<file path="src/rtl/fpadd_pkg.sv">
package fpadd_pkg;
    localparam int unsigned FP_EXP_W = 8;
    localparam int unsigned FP_MAN_W = 23;

    typedef enum logic [1:0] {
        ST_IDLE = 2'd0,
        ST_CALC = 2'd1,
        ST_NORM = 2'd2,
        ST_DONE = 2'd3
    } add_state_t;
endpackage

</file>
<file path="src/rtl/fpadd_align_addsub.sv">
module fpadd_align_addsub #(
    parameter int unsigned EXP_W = fpadd_pkg::FP_EXP_W,
    parameter int unsigned MAN_W = fpadd_pkg::FP_MAN_W,
    localparam int unsigned SIG_W  = MAN_W + 1,
    localparam int unsigned WORD_W = 1 + EXP_W + MAN_W
) (
    input  logic [WORD_W-1:0] word_a,
    input  logic [WORD_W-1:0] word_b,
    output logic [SIG_W:0]    raw_sig,
    output logic [EXP_W-1:0]  raw_exp,
    output logic              raw_sign
);
    localparam logic [EXP_W-1:0] SHIFT_CAP = EXP_W'(SIG_W);

    logic             sgn_a, sgn_b;
    logic [EXP_W-1:0] exp_a, exp_b, gap, shamt;
    logic [SIG_W-1:0] sig_a, sig_b, al_a, al_b;

    always_comb begin
        sgn_a = word_a[WORD_W-1];
        sgn_b = word_b[WORD_W-1];
        exp_a = word_a[WORD_W-2 -: EXP_W];
        exp_b = word_b[WORD_W-2 -: EXP_W];
        sig_a = {1'b1, word_a[MAN_W-1:0]};
        sig_b = {1'b1, word_b[MAN_W-1:0]};

        if (exp_a >= exp_b) begin
            gap     = exp_a - exp_b;
            raw_exp = exp_a;
        end else begin
            gap     = exp_b - exp_a;
            raw_exp = exp_b;
        end
        shamt = (gap > SHIFT_CAP) ? SHIFT_CAP : gap;

        al_a = (exp_a >= exp_b) ? sig_a : (sig_a >> shamt);
        al_b = (exp_a >= exp_b) ? (sig_b >> shamt) : sig_b;

        if (sgn_a == sgn_b) begin
            raw_sig  = {1'b0, al_a} + {1'b0, al_b};
            raw_sign = sgn_a;
        end else if (al_b > al_a) begin
            raw_sig  = {1'b0, al_b - al_a};
            raw_sign = ~sgn_a;
        end else begin
            raw_sig  = {1'b0, al_a - al_b};
            raw_sign = sgn_a;
        end
    end
endmodule

</file>
<file path="src/rtl/fpadd_norm_step.sv">
module fpadd_norm_step #(
    parameter int unsigned EXP_W = fpadd_pkg::FP_EXP_W,
    parameter int unsigned MAN_W = fpadd_pkg::FP_MAN_W,
    localparam int unsigned SIG_W = MAN_W + 1
) (
    input  logic [SIG_W:0]   cur_sig,
    input  logic [EXP_W-1:0] cur_exp,
    output logic [SIG_W:0]   nxt_sig,
    output logic [EXP_W-1:0] nxt_exp,
    output logic             settled,
    output logic             is_zero
);
    always_comb begin
        nxt_sig = cur_sig;
        nxt_exp = cur_exp;
        settled = 1'b0;
        is_zero = 1'b0;
        if (cur_sig == '0) begin
            settled = 1'b1;
            is_zero = 1'b1;
        end else if (cur_sig[SIG_W]) begin
            nxt_sig = cur_sig >> 1;
            nxt_exp = cur_exp + 1'b1;
        end else if (cur_sig[SIG_W-1]) begin
            settled = 1'b1;
        end else begin
            nxt_sig = cur_sig << 1;
            nxt_exp = cur_exp - 1'b1;
        end
    end
endmodule

</file>
<file path="src/rtl/fp32_iter_adder.sv">
module fp32_iter_adder #(
    parameter int unsigned EXP_W = fpadd_pkg::FP_EXP_W,
    parameter int unsigned MAN_W = fpadd_pkg::FP_MAN_W,
    localparam int unsigned SIG_W  = MAN_W + 1,
    localparam int unsigned WORD_W = 1 + EXP_W + MAN_W
) (
    input  logic              clk,
    input  logic              rst_n,
    input  logic              start,
    input  logic [WORD_W-1:0] op_a,
    input  logic [WORD_W-1:0] op_b,
    output logic              busy,
    output logic              done,
    output logic [WORD_W-1:0] result
);
    import fpadd_pkg::*;

    add_state_t        state_q, state_d;
    logic [WORD_W-1:0] a_q, b_q, result_q;
    logic [SIG_W:0]    sig_q, raw_sig, step_sig;
    logic [EXP_W-1:0]  exp_q, raw_exp, step_exp;
    logic              sign_q, raw_sign, step_settled, step_zero;

    fpadd_align_addsub #(.EXP_W(EXP_W), .MAN_W(MAN_W)) u_align (
        .word_a  (a_q),
        .word_b  (b_q),
        .raw_sig (raw_sig),
        .raw_exp (raw_exp),
        .raw_sign(raw_sign)
    );

    fpadd_norm_step #(.EXP_W(EXP_W), .MAN_W(MAN_W)) u_step (
        .cur_sig(sig_q),
        .cur_exp(exp_q),
        .nxt_sig(step_sig),
        .nxt_exp(step_exp),
        .settled(step_settled),
        .is_zero(step_zero)
    );

    // next-state selection
    always_comb begin
        state_d = state_q;
        unique case (state_q)
            ST_IDLE: if (start) state_d = ST_CALC;
            ST_CALC: state_d = ST_NORM;
            ST_NORM: if (step_settled) state_d = ST_DONE;
            ST_DONE: state_d = ST_IDLE;
        endcase
    end

    // state register
    always_ff @(posedge clk or negedge rst_n) begin
        if (!rst_n) state_q <= ST_IDLE;
        else        state_q <= state_d;
    end

    // datapath registers
    always_ff @(posedge clk or negedge rst_n) begin
        if (!rst_n) begin
            a_q      <= '0;
            b_q      <= '0;
            sig_q    <= '0;
            exp_q    <= '0;
            sign_q   <= 1'b0;
            result_q <= '0;
        end else begin
            unique case (state_q)
                ST_IDLE: if (start) begin
                    a_q <= op_a;
                    b_q <= op_b;
                end
                ST_CALC: begin
                    sig_q  <= raw_sig;
                    exp_q  <= raw_exp;
                    sign_q <= raw_sign;
                end
                ST_NORM: begin
                    if (step_zero)         result_q <= '0;
                    else if (step_settled) result_q <= {sign_q, exp_q, sig_q[MAN_W-1:0]};
                    else begin
                        sig_q <= step_sig;
                        exp_q <= step_exp;
                    end
                end
                ST_DONE: ;
            endcase
        end
    end

    // outputs
    always_comb begin
        busy   = (state_q != ST_IDLE);
        done   = (state_q == ST_DONE);
        result = result_q;
    end

    assert_done_single_R9: assert property (@(posedge clk) disable iff (!rst_n)
        done |=> !done);
    assert_done_busy_R9: assert property (@(posedge clk) disable iff (!rst_n)
        done |-> busy);
    assert_busy_hold_R10: assert property (@(posedge clk) disable iff (!rst_n)
        (busy && !done) |=> busy);
    assert_result_only_at_done_R10: assert property (@(posedge clk) disable iff (!rst_n)
        !$stable(result) |-> done);
    assert_left_step_R7: assert property (@(posedge clk) disable iff (!rst_n)
        (state_q == ST_NORM && sig_q != '0 && !sig_q[SIG_W] && !sig_q[SIG_W-1])
        |=> (state_q == ST_NORM && exp_q == $past(exp_q) - 1'b1));
    assert_right_once_R6: assert property (@(posedge clk) disable iff (!rst_n)
        (state_q == ST_NORM && sig_q[SIG_W])
        |=> (state_q == ST_NORM && !sig_q[SIG_W] && exp_q == $past(exp_q) + 1'b1));
    assert_zero_positive_R8: assert property (@(posedge clk) disable iff (!rst_n)
        (done && result[WORD_W-2:0] == '0) |-> !result[WORD_W-1]);
endmodule

</file>
<file path="config.mk">
export PLATFORM = sky130hd
export DESIGN_NAME = fp32_iter_adder
export DESIGN_NICKNAME = d
export VERILOG_FILES = /design/src/rtl/fpadd_pkg.sv /design/src/rtl/fpadd_align_addsub.sv /design/src/rtl/fpadd_norm_step.sv /design/src/rtl/fp32_iter_adder.sv
export SDC_FILE = /design/constraint.sdc
export NUM_CORES = 1
export LEC_CHECK = 0
export CAP_MARGIN = 30
export CORE_MARGIN = 5
export CORE_UTILIZATION = 30
export CTS_BUF_LIST = sky130_fd_sc_hd__clkbuf_4 sky130_fd_sc_hd__clkbuf_8
export CTS_CLUSTER_SIZE = 28
export DETAILED_ROUTE_END_ITERATION = 10
export PLACE_DENSITY = 0.53
export SKIP_CTS_REPAIR_TIMING = 1
export SLEW_MARGIN = 20
export SYNTH_ARGS = -nofsm -noshare
export SYNTH_HDL_FRONTEND = slang
export SYNTH_SLANG_ARGS = --single-unit
</file>
<file path="constraint.sdc">
create_clock -name clk -period 19.3 [get_ports clk]
set_clock_uncertainty 0.2 [all_clocks]
set_input_delay 2.895 -clock clk [delete_from_list [all_inputs] [get_ports clk]]
set_output_delay 2.895 -clock clk [all_outputs]
set_load 0.02 [all_outputs]
</file>
==> results list <==
- Vias: 13200
- Root cell of the clock tree: clkbuf_8
- Number of antenna cells inserted: 0
- Dividing the detail-routed via count by the number of cells gives 5.70.
- Main area contributors after synthesis: dfrtp_1, ha_1, nand2_1
- Multiplexer area fraction after synthesis: 13.4%
* Synth Area in Compound Gates: between 20% and 30%
- Dividing the detail-routed wire length by the instance count gives 21.4 um.
- Outcome: complete, no violations
* First-pass GRT wire length: 77000 um
- Buffers placed on the I/O ports in this run total 100.
* Core area: 44100 um2
* Synth Net Count: between 1500 and 2000
* Layout cells sized above 1: 9.69%
- Number of cells produced by synthesis: roughly 1700
* Maximum fanout along the worst path: 55
* Total I/O pin count: 101
- Setup violations remaining at the end of the flow were counted as 0.
* Post-route DRC: 0
- DRT Pass-1 Iters: 7
* Gr ovfl total: 0
- X dimension of the die: around 220 um
- The final layout contains routed wiring with a total length of 49500 um.
* Cells on worst reg2reg path: 30
- Number of H-tree branching levels: 4
- Worst setup endpoint: sig_q[21]
* Max-Cap Viols: 0
- The kind of cell with the highest combined delay along the critical path is simple AND/OR/NAND/NOR gates.
- Startpoint class of the critical path: flip-flop
- Summed over its instances, the top area cell type makes up 24.7% of the synthesized netlist area.
- For this run, the number of Yosys warnings is 0.
- The number of global-route vias before repair was approximately 13000.
- Most frequently used flop master after synthesis: dfrtp_1
- Fraction of the cycle the final worst path needs: a little over half
- The largest individual stage delay along the critical path comes from the cell or4_1.
* Clock latency at the later pin of the worst-skew pair: approximately 0.53 ns
- Maximum number of pins on one net before global-route repair: 70
- Setup repair after global routing left no endpoint under its margin.
- Setup total negative slack: 0 ns
* Reg-to-reg critical path endpoint: sig_q[21]
- Sequential fraction of the synthesis area: 24.7%
- Post-synthesis area per instance: 7.96 um2
* Sink Count: 132
* Basic-gate share of the synthesized area counting and, or, nand and nor cells: between 10% and 20%
- In this run the critical register-to-register path is launched from a_q[23].
- From bottom edge to top edge, the die measures 221 um.
- Worst slew pin tran: 0.896 ns
- Counting both buffers and inverters, the worst setup path holds a total of 4.
- Crit Path Class: reg2reg
- By area, the combinational part of the netlist is dominated by compound AO/OA/AOI/OAI gates.
- Max-slew violations: 0
* Standard-cell rows: 77
- Post-synthesis xor/xnor area fraction: 2.36%
* Highest clock frequency the design can meet: roughly 0.096 GHz
- The routed design could run at a clock period as short as 10.43 ns.
- The cell area that synthesis handed to floorplanning was 13300 um2.
- The detailed router finished its first iteration with 1432 violations.
* Largest area contributor in the synthesized netlist: dfrtp_1
* Launching element of the worst setup path: a_q[23]
* Weighted congestion at the end of routability-driven global placement: ~0.98
- Data arrives at the worst endpoint at 10.59 ns.
- The synthesized netlist contains 87 unique library cells.
- Of the total synthesized cell area, the portion taken by full adders, half adders and majority gates is 9.90%.
- Number of clock buffers inserted by TritonCTS: 17
- Global routing used 19.7% of the available tracks across all layers.
- The floorplan step defined a die boundary enclosing 48800 um2.
* Critical path required time: 19.46 ns
* Final hold violation count: 0
* Clk pin slew, worst setup/hold paths: approximately 0.10 ns
- STA classifies the critical path endpoint as a flip-flop.
* Delay contributed by the slowest stage of the critical path: about 0.77 ns
- Crit path depth: 30
- CP dominant cell by count: mux2i_1
* Routed Antenna Nets: 0
- Detailed placement finished with a half-perimeter wire length of ~38000 um.
* Fraction of registers with async set/reset: 100%
- Bufs on Longest Clock Path: 2
- nand2_1 is the most common cell in the netlist.
- The initial utilization of the core area, before any placement, comes to 30.3%.
* Synth cell count leaders: nand2_1, a21oi_1, dfrtp_1
- Final-stage net count: 1879
* Initial antenna violation count: 0
- Synth-to-layout area growth: 14.4%
- Synthesis inferred 132 register bits.
* Class of the worst hold path: reg2reg
* FF-to-FF setup slack: 8.87 ns
- Number of synthesized flops with an enable pin: 0
* Clock tree from TritonCTS: built
* Relative slew margins: 40.3%
logic make-up (layout without fill, tap and decap cells):
family                   count (synthesis)  count (layout)
AND/OR/NAND/NOR                        535             535
AO/OA/AOI/OAI                          521             521
buffers and inverters                  184             231
multiplexers                           166             166
flip-flops                             132             132
adder cells (fa/ha/maj)                102             102
XOR/XNOR                                36              36
per-layer routing:
metal,wire (um),up-vias,GRT usage [%]
met5,0,-,0
met4,1400,0,6.30
met2,22500,508,31.1
li1,-,6170,-
met1,22800,6435,27.5
met3,2780,80,3.30
placed cells by master, fill, tap and decap left out, types with 10 or more instances in the layout:
| master | instances |
|---|---|
| inv_1 | 69 |
| a221oi_1 | 20 |
| dfrtp_1 | 132 |
| o31ai_1 | 16 |
| nor2_1 | 114 |
| a211oi_1 | 20 |
| nand2_1 | 242 |
| buf_4 | 23 |
| a22o_1 | 31 |
| nor3_1 | 23 |
| a31oi_1 | 15 |
| a21o_1 | 26 |
| xnor2_1 | 27 |
| a21oi_1 | 149 |
| a22oi_1 | 11 |
| nor4_1 | 15 |
| or3_1 | 12 |
| nor2b_1 | 14 |
| o21ai_1 | 10 |
| nand2b_1 | 11 |
| mux2_2 | 75 |
| o21bai_1 | 26 |
| ha_1 | 96 |
| o21ai_0 | 95 |
| nand4_1 | 12 |
| mux2i_1 | 86 |
| clkbuf_8 | 20 |
| clkdlybuf4s50_1 | 99 |
| o211ai_1 | 19 |
| nand3_1 | 51 |
worst min path at each step:
| stage | to | slack (ns) | cells past startpoint | from |
|---|---|---|---|---|
| floorplan | exp_q[2] | 0.28 | 2 | exp_q[2] |
| global placement | result[31] | 0.27 | 2 | result[31] |
| detailed placement | result[31] | 0.28 | 2 | result[31] |
| CTS | result[31] | 0.30 | 2 | result[31] |
| global route | result[25] | 0.32 | 2 | result[25] |
| finish | result[31] | 0.29 | 2 | result[31] |
worst min-delay path: stages (launching register included):
cell and delay (ns):
dfrtp_1 0.35, nand2_1 0.05, o21ai_0 0.06
registers in the layout, summed over array words and instances, names as in the netlist:
signal / flops
sign_q: 1
exp_q: 8
a_q: 32
b_q: 32
state_q: 2
sig_q: 25
result: 32
through the flow:
stage / instances / hold slack, ns / cell area, um2 / setup WS (ns) / utilization, %
2_1_floorplan: 1676 / 0.275 / 13300 / 11.69 / -
3_3_place_gp: 2281 / 0.268 / 14800 / 9.24 / 33.6
3_5_place_dp: 2283 / 0.279 / 14800 / 9.13 / 33.6
4_1_cts: 2315 / 0.298 / 15300 / 9.07 / 34.6
5_1_grt: 2315 / 0.323 / 15300 / 8.31 / 34.6
6_report: 2315 / 0.287 / 15300 / 8.87 / 34.6
area by class of cell:
cell class	count	area, um2
clock buffers	20	275
clock inverters	12	161
fillers	4791	28800
inverters	75	282
multi-input cells	1360	9320
flip-flops and latches	132	3300
well taps	592	741
repair buffers	124	1190
Power is not shown: default switching activity piles up to over one toggle a cycle in this logic, so the estimate is an artifact.
